[src/rtl/sgagc_pkg.sv]
package sgagc_pkg;
  localparam int GAIN_LIM = 7;

  typedef logic signed [3:0] gain_t;
  typedef logic [3:0]        code_t;

  function automatic gain_t code_to_gain(code_t c);
    gain_t m;
    m = $signed({1'b0, c[2:0]});
    return c[3] ? -m : m;
  endfunction

  function automatic code_t gain_to_code(gain_t g);
    code_t c;
    if (g[3]) c = {1'b1, 3'(-g[2:0])};
    else      c = {1'b0, g[2:0]};
    return c;
  endfunction

  function automatic logic [2:0] gain_amount(gain_t g);
    return g[3] ? 3'(-g[2:0]) : g[2:0];
  endfunction
endpackage

[src/rtl/sgagc_shift.sv]
module sgagc_shift
  import sgagc_pkg::*;
#(
  parameter int DW = 16
) (
  input  gain_t                 gain,
  input  logic signed [DW-1:0]  din,
  output logic signed [DW-1:0]  dout,
  output logic                  clip
);
  localparam int MAXS = GAIN_LIM;
  localparam int WW   = DW + MAXS;
  localparam logic signed [DW-1:0] MAXV = {1'b0, {(DW-1){1'b1}}};
  localparam logic signed [DW-1:0] MINV = {1'b1, {(DW-1){1'b0}}};

  logic [2:0]           amt;
  logic signed [WW-1:0] ext;
  logic signed [WW-1:0] up;
  logic [MAXS:0]        hi;

  always_comb begin
    amt  = gain_amount(gain);
    ext  = {{MAXS{din[DW-1]}}, din};
    up   = ext <<< amt;
    hi   = up[WW-1:DW-1];
    clip = 1'b0;
    if (gain[3]) begin
      dout = din >>> amt;
    end else if (!((&hi) || !(|hi))) begin
      clip = 1'b1;
      dout = up[WW-1] ? MINV : MAXV;
    end else begin
      dout = up[DW-1:0];
    end
  end
endmodule

[src/rtl/sgagc_meter.sv]
module sgagc_meter #(
  parameter int DW = 16,
  parameter int CW = 8,
  parameter int PW = 8
) (
  input  logic                 clk,
  input  logic                 rst_n,
  input  logic                 sample_valid,
  input  logic signed [DW-1:0] res_i,
  input  logic signed [DW-1:0] res_q,
  input  logic                 sample_clip,
  input  logic                 frame_tick,
  output logic                 frame_clipped,
  output logic [PW-1:0]        frame_peak_hi,
  output logic [CW-1:0]        stat_clip,
  output logic [PW-1:0]        stat_peak
);
  localparam int MW = DW - 1;
  localparam logic signed [DW-1:0] MINV = {1'b1, {(DW-1){1'b0}}};

  logic [CW-1:0] acc_clip_q, acc_clip_d, stat_clip_d;
  logic [MW-1:0] acc_peak_q, acc_peak_d;
  logic [PW-1:0] stat_peak_d;
  logic [MW-1:0] mag_i, mag_q, smag;

  function automatic logic [MW-1:0] mag_of(logic signed [DW-1:0] x);
    if (!x[DW-1])   return x[MW-1:0];
    if (x == MINV)  return {MW{1'b1}};
    return (~x[MW-1:0]) + 1'b1;
  endfunction

  always_comb begin
    mag_i       = mag_of(res_i);
    mag_q       = mag_of(res_q);
    smag        = (mag_i > mag_q) ? mag_i : mag_q;
    acc_clip_d  = acc_clip_q;
    acc_peak_d  = acc_peak_q;
    stat_clip_d = stat_clip;
    stat_peak_d = stat_peak;
    if (frame_tick) begin
      stat_clip_d = acc_clip_q;
      stat_peak_d = acc_peak_q[MW-1 -: PW];
      acc_clip_d  = CW'(sample_valid && sample_clip);
      acc_peak_d  = sample_valid ? smag : '0;
    end else if (sample_valid) begin
      if (sample_clip && !(&acc_clip_q)) acc_clip_d = acc_clip_q + 1'b1;
      if (smag > acc_peak_q)             acc_peak_d = smag;
    end
  end

  always_ff @(posedge clk or negedge rst_n) begin
    if (!rst_n) begin
      acc_clip_q <= '0;
      acc_peak_q <= '0;
      stat_clip  <= '0;
      stat_peak  <= '0;
    end else begin
      acc_clip_q <= acc_clip_d;
      acc_peak_q <= acc_peak_d;
      stat_clip  <= stat_clip_d;
      stat_peak  <= stat_peak_d;
    end
  end

  assign frame_clipped = |acc_clip_q;
  assign frame_peak_hi = acc_peak_q[MW-1 -: PW];

  AST_CLIP_MONOTONIC: assert property (@(posedge clk) disable iff (!rst_n)
    !frame_tick |=> acc_clip_q >= $past(acc_clip_q));
endmodule

[src/rtl/sgagc_ctrl.sv]
module sgagc_ctrl
  import sgagc_pkg::*;
#(
  parameter int PW = 8
) (
  input  logic          clk,
  input  logic          rst_n,
  input  logic          auto_en,
  input  code_t         manual_code,
  input  logic [PW-1:0] target,
  input  logic [3:0]    attack,
  input  logic [3:0]    decay,
  input  logic [3:0]    holdoff,
  input  logic          frame_tick,
  input  logic          frame_clipped,
  input  logic [PW-1:0] frame_peak_hi,
  output gain_t         gain_eff
);
  localparam gain_t GMAX = 4'sd7;
  localparam gain_t GMIN = -4'sd7;

  gain_t             gain_q, gain_d;
  logic [3:0]        hold_q, hold_d;
  logic signed [5:0] g_ext, g_dn, g_up;

  always_comb begin
    g_ext  = {{2{gain_q[3]}}, gain_q};
    g_dn   = g_ext - $signed({2'b00, attack});
    g_up   = g_ext + $signed({2'b00, decay});
    gain_d = gain_q;
    hold_d = hold_q;
    if (!auto_en) begin
      gain_d = code_to_gain(manual_code);
      hold_d = '0;
    end else if (frame_tick) begin
      if (frame_clipped) begin
        gain_d = (g_dn < -6'sd7) ? GMIN : g_dn[3:0];
        hold_d = holdoff;
      end else if (hold_q != '0) begin
        hold_d = hold_q - 1'b1;
      end else if (frame_peak_hi < target) begin
        gain_d = (g_up > 6'sd7) ? GMAX : g_up[3:0];
      end
    end
  end

  always_ff @(posedge clk or negedge rst_n) begin
    if (!rst_n) begin
      gain_q <= '0;
      hold_q <= '0;
    end else begin
      gain_q <= gain_d;
      hold_q <= hold_d;
    end
  end

  assign gain_eff = auto_en ? gain_q : code_to_gain(manual_code);

  AST_GAIN_FLOOR: assert property (@(posedge clk) disable iff (!rst_n)
    gain_q >= GMIN);
  AST_GAIN_FRAME_ONLY: assert property (@(posedge clk) disable iff (!rst_n)
    auto_en && !frame_tick |=> $stable(gain_q));
  AST_HOLDOFF_NO_RISE: assert property (@(posedge clk) disable iff (!rst_n)
    auto_en && frame_tick && !frame_clipped && hold_q != '0 |=> $stable(gain_q));
endmodule

[src/rtl/shift_gain_agc.sv]
module shift_gain_agc
  import sgagc_pkg::*;
#(
  parameter int DW = 16,
  parameter int CW = 8,
  parameter int PW = 8
) (
  input  logic                 clk,
  input  logic                 rst_n,
  input  logic                 in_valid,
  input  logic signed [DW-1:0] in_i,
  input  logic signed [DW-1:0] in_q,
  input  logic [3:0]           gain_code,
  input  logic                 auto_en,
  input  logic [PW-1:0]        agc_target,
  input  logic [3:0]           agc_attack,
  input  logic [3:0]           agc_decay,
  input  logic [3:0]           agc_holdoff,
  input  logic                 frame_tick,
  output logic                 out_valid,
  output logic signed [DW-1:0] out_i,
  output logic signed [DW-1:0] out_q,
  output logic [CW-1:0]        stat_clip_cnt,
  output logic [PW-1:0]        stat_peak,
  output logic [3:0]           stat_gain
);
  localparam int LANES = 2;

  logic [1:0]           rst_sync;
  logic                 rst_s;
  gain_t                gain_eff;
  logic signed [DW-1:0] lane_in  [LANES];
  logic signed [DW-1:0] lane_out [LANES];
  logic [LANES-1:0]     lane_clip;
  logic                 frame_clipped;
  logic [PW-1:0]        frame_peak_hi;
  logic                 valid_d;
  logic signed [DW-1:0] oi_d, oq_d;

  always_ff @(posedge clk or negedge rst_n) begin
    if (!rst_n) rst_sync <= 2'b00;
    else        rst_sync <= {rst_sync[0], 1'b1};
  end
  assign rst_s = rst_sync[1];

  assign lane_in[0] = in_i;
  assign lane_in[1] = in_q;

  for (genvar ln = 0; ln < LANES; ln++) begin : g_lane
    sgagc_shift #(.DW(DW)) u_shift (
      .gain (gain_eff),
      .din  (lane_in[ln]),
      .dout (lane_out[ln]),
      .clip (lane_clip[ln])
    );
  end

  sgagc_meter #(.DW(DW), .CW(CW), .PW(PW)) u_meter (
    .clk           (clk),
    .rst_n         (rst_s),
    .sample_valid  (in_valid),
    .res_i         (lane_out[0]),
    .res_q         (lane_out[1]),
    .sample_clip   (|lane_clip),
    .frame_tick    (frame_tick),
    .frame_clipped (frame_clipped),
    .frame_peak_hi (frame_peak_hi),
    .stat_clip     (stat_clip_cnt),
    .stat_peak     (stat_peak)
  );

  sgagc_ctrl #(.PW(PW)) u_ctrl (
    .clk           (clk),
    .rst_n         (rst_s),
    .auto_en       (auto_en),
    .manual_code   (gain_code),
    .target        (agc_target),
    .attack        (agc_attack),
    .decay         (agc_decay),
    .holdoff       (agc_holdoff),
    .frame_tick    (frame_tick),
    .frame_clipped (frame_clipped),
    .frame_peak_hi (frame_peak_hi),
    .gain_eff      (gain_eff)
  );

  always_comb begin
    valid_d = in_valid;
    oi_d    = in_valid ? lane_out[0] : out_i;
    oq_d    = in_valid ? lane_out[1] : out_q;
  end

  always_ff @(posedge clk or negedge rst_s) begin
    if (!rst_s) begin
      out_valid <= 1'b0;
      out_i     <= '0;
      out_q     <= '0;
    end else begin
      out_valid <= valid_d;
      out_i     <= oi_d;
      out_q     <= oq_d;
    end
  end

  assign stat_gain = gain_to_code(gain_eff);

  AST_VALID_FOLLOWS: assert property (@(posedge clk) disable iff (!rst_s)
    in_valid |=> out_valid);
  AST_VALID_DROPS: assert property (@(posedge clk) disable iff (!rst_s)
    !in_valid |=> !out_valid);
  AST_UNITY_PASS: assert property (@(posedge clk) disable iff (!rst_s)
    in_valid && !auto_en && gain_code[2:0] == 3'd0
      |=> out_i == $past(in_i) && out_q == $past(in_q));
endmodule

[config.mk]
export PLATFORM = sky130hd
export DESIGN_NAME = shift_gain_agc
export DESIGN_NICKNAME = d
export VERILOG_FILES = /design/src/rtl/sgagc_pkg.sv /design/src/rtl/sgagc_shift.sv /design/src/rtl/sgagc_meter.sv /design/src/rtl/sgagc_ctrl.sv /design/src/rtl/shift_gain_agc.sv
export SDC_FILE = /design/constraint.sdc
export NUM_CORES = 1
export LEC_CHECK = 0
export BUFFER_PORTS_ARGS = -buffer_cell sky130_fd_sc_hd__buf_4
export CAP_MARGIN = 20
export CORE_AREA = 2 2 95 166
export CTS_BUF_LIST = sky130_fd_sc_hd__clkbuf_2
export CTS_CLUSTER_DIAMETER = 60
export DETAILED_ROUTE_END_ITERATION = 6
export DIE_AREA = 0 0 97 168
export MAX_ROUTING_LAYER = met4
export PLACE_DENSITY = 0.86
export SYNTH_ARGS = -nofsm -noshare
export SYNTH_HDL_FRONTEND = slang
export SYNTH_SLANG_ARGS = --single-unit
[constraint.sdc]
create_clock -name clk -period 13 [get_ports clk]
set_clock_uncertainty 0.2 [all_clocks]
set_input_delay 1.95 -clock clk [delete_from_list [all_inputs] [get_ports clk]]
set_output_delay 1.95 -clock clk [all_outputs]
set_load 0.02 [all_outputs]
* Yosys cells after proc, flatten, opt, wreduce, memory -nomap -nowiden
Cells that the tools add are included.
** Operators by class
- Mux-type cells :: 45
- Equality and inequality tests :: 6
- Shifts and indexed selects :: 4
- Add/subtract/negate cells :: 8
- Bitwise gates (word level) :: 2
- Magnitude comparators :: 5
- Reduce and logical (&&, ||, !) cells :: 22
** Operators with widths (number)
- 15-bit 2-to-1 mux :: 13
- 16-bit 2-to-1 mux :: 6
- 4-bit 2-to-1 mux :: 14
- 16-bit by 3-bit <<< shifter with 23-bit output :: 2
- 16-bit == test (second input constant) :: 2
- 16-bit by 3-bit >>> shifter with 16-bit output :: 2
- 15-bit by 1-bit adder with 15-bit output (second input constant) :: 2
- 15-bit > comparator :: 2
- 15-bit NOT :: 2
- 8-bit 2-to-1 mux :: 3
- 8-bit AND reduction :: 3
- 8-bit OR reduction :: 3
- 8-bit by 1-bit adder with 8-bit output (second input constant) :: 1
- 8-bit < comparator :: 1
- 1-bit 2-to-1 mux :: 8
- 4-bit by 5-bit adder with 6-bit output :: 1
- 6-bit by 4-bit > comparator with 1-bit output (second input constant) :: 1
- 6-bit by 4-bit < comparator with 1-bit output (second input constant) :: 1
- 3-bit by 1-bit inequality test with 1-bit output (second input constant) :: 2
- 2-bit AND reduction :: 3
- 2-bit nonzero test :: 3
- 4-bit by 5-bit subtractor with 6-bit output :: 1
- 3-bit negator with 4-bit output :: 1
- 4-bit nonzero test :: 1
- 10 further kinds :: 14
** Storage, ports and cells
- Input bits :: 61
- Output and inout bits :: 53
- Word-level logic and storage cells :: 102
- Register bits :: 82

* Longest topological paths before layout
Gate-level depths: netlist of run 1.
- Depth in word-level cells :: 22
- Gate-level depth with buffers :: 59
- Mapped depth without buffers :: 50

* By module
From an unflattened synthesis of run 1, not the netlist that was laid out.
** Unflattened totals
- Cell total of the unflattened synthesis :: 1023
- Area, all modules :: 9013.6 um2
** Modules (own cells, without submodules)
- sgagc_meter :: cells an instance 390, area each 3425.8 um2, instances 1, seq. area each 975.9 um2
- sgagc_shift :: cells an instance 192, area each 1418.9 um2, instances 2, seq. area each 0.0 um2
- shift_gain_agc :: cells an instance 80, area each 1473.9 um2, instances 1, seq. area each 875.8 um2
- sgagc_ctrl :: cells an instance 169, area each 1276.2 um2, instances 1, seq. area each 200.2 um2

* Worst setup path before layout of run 1
Ideal clock, no wire load.
- Path kind :: input to register
- From :: input port auto_en
- To :: register u_meter.acc_peak_q[4]
- Arrival :: 11.944 ns
- Slack :: 0.735 ns
- Stages :: 58
- Setup time :: 0.121 ns
- Buffers on the path :: 13
- Required time :: 12.679 ns
- Cell sequence :: buf_6 -> mux2i_4 -> buf_2 -> buf_2 -> buf_1 -> clkbuf_1 -> clkbuf_1 -> ha_1 -> inv_1 -> nor3_1 -> a21oi_2 -> buf_6 -> inv_4 -> buf_6 -> buf_2 -> buf_2 -> a21oi_1 -> a22oi_1 -> (+22 left out) -> clkbuf_1 -> o221ai_1 -> a21bo_1 -> ha_1 -> nor2b_1 -> o21a_1 -> o21a_1 -> o21a_1 -> o21ai_0 -> nand2b_1 -> a21oi_1 -> o21ai_0 -> a221oi_1 -> a311oi_1 -> nor2_1 -> nor2_1 -> clkbuf_1 -> a22o_1
** Between the ends
- Cells in the longest elaborated chain, start to end :: 19
- Elaborated cells between the ends (all ways) :: 48
- Classes of those cells :: add/sub: 3; order compare: 2; eq/ne: 2; shift: 4; mux: 25; bitwise: 2; reduce/logical: 10
** RTL lines
- start: declaration :: line shift_gain_agc.sv:14 : input logic auto_en,
- 4-bit 2-to-1 mux (*) :: line sgagc_ctrl.sv:57 : assign gain_eff = auto_en ? gain_q : code_to_gain(manual_code);
- parallel branches: the longest is 14 deep, another holds 15-bit by 1-bit adder with 15-bit output
- 15-bit 2-to-1 mux (*) :: line sgagc_meter.sv:35 : smag = (mag_i > mag_q) ? mag_i : mag_q;
- 15-bit > comparator or 15-bit 2-to-1 mux (tied branches) :: line sgagc_meter.sv:47 : if (smag > acc_peak_q) acc_peak_d = smag;
- 2-bit nonzero test (no line) or 15-bit 2-to-1 mux (tied branches)
- 2-bit AND reduction (no line) or 15-bit 2-to-1 mux (tied branches)
- end signal: assignment :: line sgagc_meter.sv:59 : acc_peak_q <= acc_peak_d;
- end: declaration :: line sgagc_meter.sv:22 : logic [MW-1:0] acc_peak_q, acc_peak_d;
Every way passes the cells marked *. The select of a mux whose other input is x is not followed.
A chain may end at the register's enable or synchronous reset.

* Worst setup path after layout of run 1
- From :: input port gain_code[0]
- To :: register u_meter.acc_peak_q[5]
** Between the ends
- Cells in the longest elaborated chain, start to end :: 21
- Elaborated cells between the ends (all ways) :: 50
- Classes of those cells :: add/sub: 4; order compare: 2; eq/ne: 2; shift: 4; mux: 26; bitwise: 2; reduce/logical: 10
** RTL lines
- start: declaration :: line shift_gain_agc.sv:13 : input logic [3:0] gain_code,
- 3-bit negator with 4-bit output :: line sgagc_pkg.sv:10 : return c[3] ? -m : m;
- 4-bit 2-to-1 mux (*) :: line sgagc_pkg.sv:10
- 4-bit 2-to-1 mux (*) :: line sgagc_ctrl.sv:57
- parallel branches: the longest is 14 deep, another holds 15-bit by 1-bit adder with 15-bit output
- 15-bit 2-to-1 mux (*) :: line sgagc_meter.sv:35
- 15-bit > comparator or 15-bit 2-to-1 mux (tied branches) :: line sgagc_meter.sv:47
- 2-bit nonzero test (no line) or 15-bit 2-to-1 mux (tied branches)
- 2-bit AND reduction (no line) or 15-bit 2-to-1 mux (tied branches)
Marked as above.

==> impl_metrics.tcl, run 1 <==
set metrics [dict create \
    path_clk_slew_ns 0.25 \
    setup_viol 0 \
    initial_core_util_pct 62.7 \
    ys_seq_area_share_pct 21.7 \
    peakVddDrop_mv 0.241 \
    drtIter0Drc 736 \
    clk_path_buf_depth 2 \
    core_mm2 0.0151 \
    clock_sinks 82 \
    worst-r2r-cell-count 46 \
    cp.depth 50 \
    synth-seq-cells 82 \
    drive_gt1_share_pct 21.0 \
    port_buffers 113 \
    wl_per_cell_um 22.0 \
    synth_area_mm2 0.00947 \
    wirelength_um 30900 \
    worst_pin_slew_ns 0.919 \
    grt_max_degree 81 \
    cts_root_buffer "clkbuf_2" \
    antenna_found_initial 1 \
    hold_class "flop to asynchronous set/reset pin" \
    tns_ns 0 \
    synth.distinct_cells 109 \
    avgSynthCellArea_um2 8.28 \
    die_h_um 168 \
    area_growth_syn_to_layout_pct 10.0 \
    powerDensity_mw_per_mm2 268 \
    cts_tree "done" \
    fill_cells 1306 \
    rows 60 \
    post_cts_buffers 0 \
    synthCells 1143 \
    worst_r2r_endpoint "u_meter.acc_peak_q[5]" \
    yosysWarnings 0 \
    relSlewSlack_pct 38.6 \
    pin_count 114 \
    ant_nets 0 \
    synth_area_leaders "dfrtp_1 (22%), mux2i_1 (8.1%), ha_1 (7.3%)" \
    cp_slowest_cell "nor2_1" \
    final_core_util_pct 69.0 \
    worstPathBufferInverterCount 9 \
    max_freq_ghz 0.0855 \
    grt_setup_unrepaired "false" \
    viasPerCell 6.75 \
    die_area_mm2 0.0163 \
    die_w_um 97 \
    cp_common_cell "o21a_1" \
    synth_top_area_share_pct 21.7 \
    drtPass1Iterations 7 \
    rr_startpoint "u_ctrl.gain_q[1]" \
    synth_top_area_cell "dfrtp_1" \
    drc_errors 5 \
    drv_slew 0 \
    worstPathMaxFanout 44 \
    grtUsageTotal_pct 38.3 \
    criticalPathCategory "input port to flop" \
    violations "DRC" \
    syn_nets 1261 \
    grt.overflow.total 0 \
    synthArstFlopShare_pct 100 \
    post-route-min-period_ns 11.69 \
    grt_pass1_vias 9039 \
    num_vias 9478 \
    clk_latency_ns 0.58 \
    path_delay_family "compound AO/OA/AOI/OAI gates" \
    synth_edf_count 0 \
    hold_viol 0 \
    critical_path_arrival_ns 11.99 \
    p_leak_nw 4.78 \
    reg2reg_slack_ns 2.90 \
    max_stage_delay_ns 0.60 \
    cap_violations 0 \
    required_ns 13.30 \
    crit_path_start_kind "input port" \
    globalplace.congestion 1.02 \
    layout_worst_path_cycle_share_pct 89.9 \
    finalPower_mw 2.79 \
    h-tree-depth 3 \
    synth_ff_type "dfrtp_1" \
    dp_hpwl_um 24300 \
    status "finished, violations left" \
    cts-buffers-inserted 9 \
    nets 1330 \
    grt_pass1_wl_um 48800 \
    cp-end-kind "flop" \
]
-- placed cells by master (no fill, tap or decap), types with 9 or more instances in the layout --
master	netlist	layout
o21ai_0	49	49
nor2_1	85	85
o211ai_1	14	14
dfrtp_1	82	81
o22ai_1	14	14
buf_4	9	128
nand3_1	25	25
a21oi_1	74	74
nor3_1	19	19
a22oi_1	9	9
nor2b_1	10	10
a221o_1	9	9
and3_1	10	10
mux2i_1	77	77
a21o_1	18	18
a211oi_1	27	27
o21ai_1	11	11
o21a_1	11	11
inv_1	53	53
a22o_1	12	12
ha_1	55	55
mux2_2	42	42
a31oi_1	18	18
xor2_1	14	14
xnor2_1	14	13
nand2b_1	9	9
clkbuf_2	0	11
nand2_1	133	133
nand4_1	14	14
-- where the power goes --
part           switching (mW)  leakage [nW]  internal [mW]
sequential             0.0690          1.02          0.342
combinational            1.37          3.70          0.888
clock                  0.0909        0.0642         0.0280
total                    1.53          4.78           1.26
-- cells in the mapped netlist (9+ instances only) --
master,n
buf_2,19
a31oi_1,18
xor2_1,14
clkbuf_1,31
inv_1,53
nor3_1,19
dfrtp_1,82
o21ai_1,11
nor2_1,85
nand3_1,25
o21a_1,11
mux2i_1,77
nor2b_1,10
o22ai_1,14
nand2_1,133
a21oi_1,74
a22o_1,12
buf_4,9
a21o_1,18
buf_6,12
nand2b_1,9
and3_1,10
o21ai_0,49
a221o_1,9
nand4_1,14
a211oi_1,27
a22oi_1,9
xnor2_1,14
ha_1,55
mux2_2,42
o211ai_1,14
-- sequential cells by signal, indices dropped and copies added (netlist names) --
| register | cells |
|---|---|
| out_i | 16 |
| out_q | 16 |
| rst_sync | 2 |
| u_meter.stat_clip | 8 |
| u_ctrl.hold_q | 4 |
| u_meter.acc_clip_q | 8 |
| u_ctrl.gain_q | 4 |
| u_meter.acc_peak_q | 15 |
| out_valid | 1 |
| u_meter.stat_peak | 8 |
-- cell type report --
class	count	area, µm²	area share [%]
multi-input combinational	925	6770	65.0
sequential	82	2060	19.7
timing repair buffer	132	1030	9.87
inverter	62	235	2.26
tap	186	233	2.23
clock buffer	11	55.1	0.529
clock inverter	5	38.8	0.372
antenna	1	2.50	0.0240
-- how the worst max path moves through the flow --
| stage | from | endpoint | slack (ns) |
|---|---|---|---|
| floorplan | auto_en | u_meter.acc_peak_q[4] | 0.74 |
| global placement | gain_code[0] | u_meter.acc_peak_q[0] | 1.24 |
| detailed placement | gain_code[0] | u_meter.acc_peak_q[10] | 0.99 |
| CTS | gain_code[0] | u_meter.acc_peak_q[4] | 1.57 |
| global route | gain_code[0] | u_meter.acc_peak_q[4] | 0.59 |
| finish | gain_code[0] | u_meter.acc_peak_q[5] | 1.31 |
-- stage by stage --
step           instances  hold slack (ns)  setup slack (ns)  cell area [µm²]
2_1_floorplan       1143            0.131             0.735             9470
4_1_cts             1400            0.203              1.57            10400
3_3_place_gp        1384            0.136              1.24            10300
3_5_place_dp        1384            0.162             0.992            10300
6_report            1404            0.136              1.31            10400
5_1_grt             1404            0.142             0.593            10400
-- cell families (layout without fill, tap and decap cells) --
logic type      count (synthesis)  in the layout  share of synthesized area [%]
fa+ha+maj                      57             57                           7.69
compound gates                360            360                           27.4
mux                           130            130                           15.5
buf+inv                       136            210                           6.98
flops                          82             82                           21.7
xor+xnor                       28             28                           2.59
other cells                     1              2                         0.0396
simple gates                  349            349                           18.2
-- repair_timing --
item / in CTS / in global routing
hold buffers: 0 / 2
hold endpoints to repair: 0 / 8
setup endpoints to repair: 0 / 0
gates resized for setup: 0 / 0
-- layer usage --
metal	vias up	global-route usage [%]	routed length (µm)
met5	-	-	0
met1	4479	41.8	11300
met3	150	3.99	1720
li1	4393	-	-
met2	456	66.2	15500
met4	0	24.1	2340
Note: power is estimated with default switching activity, not from simulation.
==> inputs of run 2 (changes only) <==
--- a/config.mk
+++ b/config.mk
@@ -14,6 +14,7 @@
 export DIE_AREA = 0 0 97 168
 export MAX_ROUTING_LAYER = met4
 export PLACE_DENSITY = 0.86
+export RECOVER_POWER = 50
 export SYNTH_ARGS = -nofsm -noshare
 export SYNTH_HDL_FRONTEND = slang
 export SYNTH_SLANG_ARGS = --single-unit
==> run 2 against run 1 <==
  * The run ends with DRC, capacitance limit, slew limit left
  * Sequential cell count did not move
  * Count of clock-buffer cells in the layout unchanged
  * Routed wire length rose by 0.52%
  * Maximum frequency shrank 0.69%
  * Cell count did not move
  * Sequential power is essentially flat
  * Sequential share of layout area up 0.081 points
  * First-iteration DRC count down 1.2%
  * Die area is the same
  * Total power hardly changed
  * Clock power about the same
  * Critical path depth is the same
  * Largest cell class unchanged
  * Largest power group unchanged
==> impl_metrics.tcl, run 2 (same netlist as run 1, synthesis figures left out) <==
set metrics [dict create \
    status "finished, violations left" \
    violations "DRC, capacitance limit, slew limit" \
    p_leak_nw 4.75 \
    h-tree-depth 3 \
    largestRegisters "out_i x16, out_q x16, u_meter.acc_peak_q x15" \
    area_growth_syn_to_layout_pct 9.60 \
    hold_end "rst_sync[1]" \
    die_h_um 168 \
    ant_nets 0 \
    viasPerCell 6.78 \
    drtPass1Iterations 7 \
    cp_common_cell "o21a_1" \
    cts_tree "done" \
    cts-buffers-inserted 9 \
    cts_root_buffer "clkbuf_2" \
    final_core_util_pct 68.7 \
    worst_slack_ns 1.23 \
    core_mm2 0.0151 \
    worst_pin_slew_ns 3.44 \
    layout_commonest_cell "nand2_1" \
    relSlewSlack_pct -129 \
    layout_worst_path_cycle_share_pct 90.6 \
    reg2reg_slack_ns 2.81 \
    clock_sinks 82 \
    die_w_um 97 \
    cp_slowest_cell "nor2_1" \
    wl_per_cell_um 22.1 \
    place_ws_ns 0.992 \
    port_buffers 113 \
    critical_path_arrival_ns 12.08 \
    post_cts_buffers 0 \
    drv_slew 141 \
    hold_viol 0 \
    post-route-min-period_ns 11.77 \
    fin_area_mm2 0.0104 \
    die_area_mm2 0.0163 \
    grt.overflow.total 0 \
    cts.repair.resized 0 \
    setup_viol 0 \
    drtIter0Drc 727 \
    num_vias 9522 \
    drive_gt1_share_pct 20.5 \
    holdCritStartpoint "rst_sync[0]" \
    worst_r2r_endpoint "u_meter.acc_peak_q[5]" \
    cap_violations 3 \
    rows 60 \
    antenna_found_initial 1 \
    hold_class "flop to flop" \
    tns_ns 0 \
    final_cells 1404 \
    clk_latency_ns 0.59 \
    grt_pass1_wl_um 48800 \
    grt_pass1_vias 9039 \
    worstPathMaxFanout 44 \
    grt_max_degree 81 \
    globalplace.congestion 1.02 \
    cp-end-kind "flop" \
    clk_path_buf_depth 2 \
    worst-r2r-cell-count 46 \
    holdWs_ns 0.195 \
    nets 1330 \
    crit_path_start_kind "input port" \
    dp_cells 1384 \
    final_cell_mix "nand2_1 (133), buf_4 (123), nor2_1 (85)" \
    max_freq_ghz 0.0849 \
    fill_cells 1315 \
    grt_setup_unrepaired "false" \
    path_clk_slew_ns 0.20 \
    required_ns 13.31 \
    pin_count 114 \
    holdPathStages 0 \
    placed_cell_area_mm2 0.0103 \
    initial_core_util_pct 62.7 \
    criticalPathCategory "input port to flop" \
    powerDensity_mw_per_mm2 269 \
    drc_errors 1 \
    max_stage_delay_ns 0.67 \
    finalPower_mw 2.79 \
    peakVddDrop_mv 0.242 \
    rr_startpoint "u_ctrl.gain_q[1]" \
    grtUsageTotal_pct 38.3 \
    wirelength_um 31100 \
    dp_hpwl_um 24300 \
]
[run 2: worst max-delay path by stage]
stage                                   to  slack [ns]          from  cells after the start
floorplan            u_meter.acc_peak_q[4]        0.74       auto_en                     58
global placement     u_meter.acc_peak_q[0]        1.24  gain_code[0]                     50
detailed placement  u_meter.acc_peak_q[10]        0.99  gain_code[0]                     50
CTS                  u_meter.acc_peak_q[4]        1.57  gain_code[0]                     52
global route         u_meter.acc_peak_q[4]        0.52  gain_code[0]                     52
finish               u_meter.acc_peak_q[5]        1.23  gain_code[0]                     50
[run 2: final cells by class]
class	instances	area [µm²]	area share, %
Timing Repair Buffer	132	986	9.50
Clock buffer	11	55.1	0.531
Antenna cell	1	2.50	0.0241
Sequential cell	82	2060	19.8
Multi-Input combinational cell	925	6770	65.2
Clock inverter	5	38.8	0.374
Tap cell	186	233	2.24
Inverter	62	235	2.27
[run 2: power breakdown]
part           internal, mW  switching (mW)  leakage (nW)
clock                0.0280          0.0911        0.0642
combinational         0.885            1.37          3.67
sequential            0.342          0.0688          1.02
[run 2: worst max-delay path, delay by kind of cell]
family          cells  cell delay (ns)
compound gates     25             4.23
fa+ha+maj           5             1.43
buf+inv             9             1.46
mux                 3             1.01
simple gates        8             1.97
[run 2: routing by layer]
layer / track usage [%] / part of all wire [%] / vias to the layer above
li1: - / - / 4405
met1: 41.8 / 37 / 4476
met2: 66.2 / 50 / 479
met3: 3.99 / 5.8 / 162
met4: 24.1 / 7.6 / 0
met5: - / 0 / -
[run 2: repair_timing]
item | in CTS | in global routing
setup endpoints to repair | 0 | 0
hold buffers | 0 | 2
hold endpoints to repair | 0 | 8
==> inputs of run 3 (changes only) <==
--- a/config.mk
+++ b/config.mk
@@ -15,6 +15,7 @@
 export MAX_ROUTING_LAYER = met4
 export PLACE_DENSITY = 0.86
 export RECOVER_POWER = 50
+export SKIP_CTS_REPAIR_TIMING = 1
 export SYNTH_ARGS = -nofsm -noshare
 export SYNTH_HDL_FRONTEND = slang
 export SYNTH_SLANG_ARGS = --single-unit
==> constraint.sdc (replaced) <==
create_clock -name clk -period 13 [get_ports clk]
set_clock_uncertainty 0.2 [all_clocks]
set_input_delay 2.6 -clock clk [delete_from_list [all_inputs] [get_ports clk]]
set_output_delay 2.6 -clock clk [all_outputs]
set_load 0.02 [all_outputs]
==> run 3 against run 2 <==
  * The run ends with capacitance limit, slew limit left
  * Global-route usage grew 0.88 points
  * Maximum frequency shrank 3.4%
  * Register-to-register slack gained 0.12 ns
  * Routed wire length grew 1.9%
  * Via count grew 0.89%
  * First-iteration DRC count grew 5.1%
  * Critical path depth is the same
  * Die area is the same
  * Non-clock buffer count grew 6
  * Sequential cell count is the same
  * Sequential share of layout area shrank 0.23 points
  * Critical path type unchanged
  * Critical endpoint is now u_meter.acc_peak_q[2]
  * Largest power group unchanged
==> impl_metrics.tcl, run 3 (same netlist as run 1, synthesis figures left out) <==
set metrics [dict create \
    grt_setup_unrepaired "false" \
    grt_pass1_wl_um 49900 \
    hold_viol 0 \
    reg2reg_slack_ns 2.93 \
    crit_path_start_kind "input port" \
    drc_errors 0 \
    netSwitchingFraction_pct 53.8 \
    p_seq_share_pct 14.5 \
    area_growth_syn_to_layout_pct 10.9 \
    tns_ns 0 \
    final_cells 1411 \
    die_h_um 168 \
    worst-r2r-cell-count 46 \
    powerDensity_mw_per_mm2 273 \
    grt_pass1_vias 9384 \
    initial_core_util_pct 62.7 \
    p_leak_nw 4.81 \
    power.share.combinational_pct 79.0 \
    drtIter0Drc 764 \
    viasPerCell 6.81 \
    holdCritStartpoint "rst_sync[0]" \
    relSlewSlack_pct -147 \
    drive_gt1_share_pct 21.2 \
    drv_slew 113 \
    nets 1337 \
    status "finished, violations left" \
    die_w_um 97 \
    globalplace.congestion 1.12 \
    cts_root_buffer "clkbuf_2" \
    post-route-min-period_ns 12.19 \
    dp_hpwl_um 24500 \
    clk_path_buf_depth 2 \
    layout_worst_path_cycle_share_pct 93.8 \
    worst_pin_slew_ns 3.70 \
    die_area_mm2 0.0163 \
    worst_r2r_endpoint "u_meter.acc_peak_q[2]" \
    hold_end "rst_sync[1]" \
    cts_tree "done" \
    core_mm2 0.0151 \
    cp-end-kind "flop" \
    fin_area_mm2 0.0105 \
    placed_cell_area_mm2 0.0103 \
    grt.overflow.total 0 \
    max_freq_ghz 0.0820 \
    worstPathBufferInverterCount 8 \
    internal_power_mw 1.32 \
    critical_path_arrival_ns 12.52 \
    antenna_found_initial 1 \
    h-tree-depth 3 \
    wirelength_um 31700 \
    pin_count 114 \
    rr_startpoint "u_ctrl.gain_q[1]" \
    dp_cells 1391 \
    required_ns 13.32 \
    clock_sinks 82 \
    cap_violations 2 \
    switchingPower_mw 1.54 \
    num_vias 9607 \
    clkPwrFrac_pct 6.5 \
    cp_common_cell "o21a_1" \
    clk_latency_ns 0.60 \
    peakVddDrop_mv 0.157 \
    worstPathMaxFanout 31 \
    ant_nets 0 \
    layout_commonest_cell "nand2_1" \
    holdPathStages 0 \
    grtUsageTotal_pct 39.2 \
    cts-buffers-inserted 9 \
    final_cell_mix "nand2_1 (133), buf_4 (132), nor2_1 (85)" \
    cp_slowest_cell "nor3_1" \
    wl_per_cell_um 22.4 \
    path_delay_family "compound AO/OA/AOI/OAI gates" \
    largestRegisters "out_i x16, out_q x16, u_meter.acc_peak_q x15" \
    violations "capacitance limit, slew limit" \
    rows 60 \
    path_clk_slew_ns 0.23 \
    hold_class "flop to flop" \
    criticalPathCategory "input port to flop" \
    max_stage_delay_ns 0.62 \
    drtPass1Iterations 7 \
    grt_max_degree 81 \
    fill_cells 1243 \
    setup_viol 0 \
    port_buffers 113 \
]
[run 3: worst reg2reg max path: cells and delay by family, from the launching register on]
family / cells / cell delay (ns)
compound gates: 25 / 4.02
fa+ha+maj: 4 / 1.14
buf+inv: 6 / 0.89
flops: 1 / 0.56
mux: 2 / 0.59
simple gates: 9 / 2.56
[run 3: cell type report]
class                   count  area [µm²]  area share, %
multi-input cells         926        6780           64.6
flip-flops and latches     82        2060           19.6
repair buffers            138        1020           9.72
inverters                  62         235           2.24
well taps                 186         233           2.22
clock inverters             7         128           1.22
clock buffers               9        45.0          0.429
diodes                      1        2.50         0.0238
[run 3: worst max path at each step]
stage                       from                endpoint  slack (ns)  cells after the start
floorplan                auto_en   u_meter.acc_peak_q[4]        0.09                     58
global placement    gain_code[0]   u_meter.acc_peak_q[0]        0.57                     45
detailed placement  gain_code[0]   u_meter.acc_peak_q[2]        0.31                     50
CTS                 gain_code[0]  u_meter.acc_peak_q[12]        0.88                     50
global route        gain_code[0]  u_meter.acc_peak_q[10]        0.07                     50
finish              gain_code[0]   u_meter.acc_peak_q[2]        0.81                     50
[run 3: layer usage]
metal	global-route usage (%)	vias to the layer above	part of all wire (%)
li1	-	4411	-
met1	43.2	4543	36
met2	67.9	503	51
met3	3.78	150	5.6
met4	23.6	0	7.0
met5	-	-	0
[run 3: per-stage QoR]
| step | utilization [%] | worst slack [ns] | total power, mW | hold WS (ns) |
|---|---|---|---|---|
| finish | 69.6 | 0.809 | 2.87 | 0.194 |
| global route | 69.6 | 0.0698 | 3.07 | 0.202 |
| CTS | 69.5 | 0.881 | 2.82 | 0.198 |
| detailed placement | 68.3 | 0.309 | 2.62 | 0.138 |
| global placement | 68.3 | 0.568 | 2.59 | 0.147 |
| floorplan | - | 0.0851 | 2.03 | 0.131 |
[run 3: power groups by stage]
stage          sequential, mW  clock (mW)  combinational [mW]
4_1_cts                 0.417       0.189                2.21
5_1_grt                 0.424       0.199                2.45
3_3_place_gp            0.419           0                2.17
3_5_place_dp            0.422           0                2.20
6_report                0.414       0.187                2.26
2_1_floorplan           0.468           0                1.56
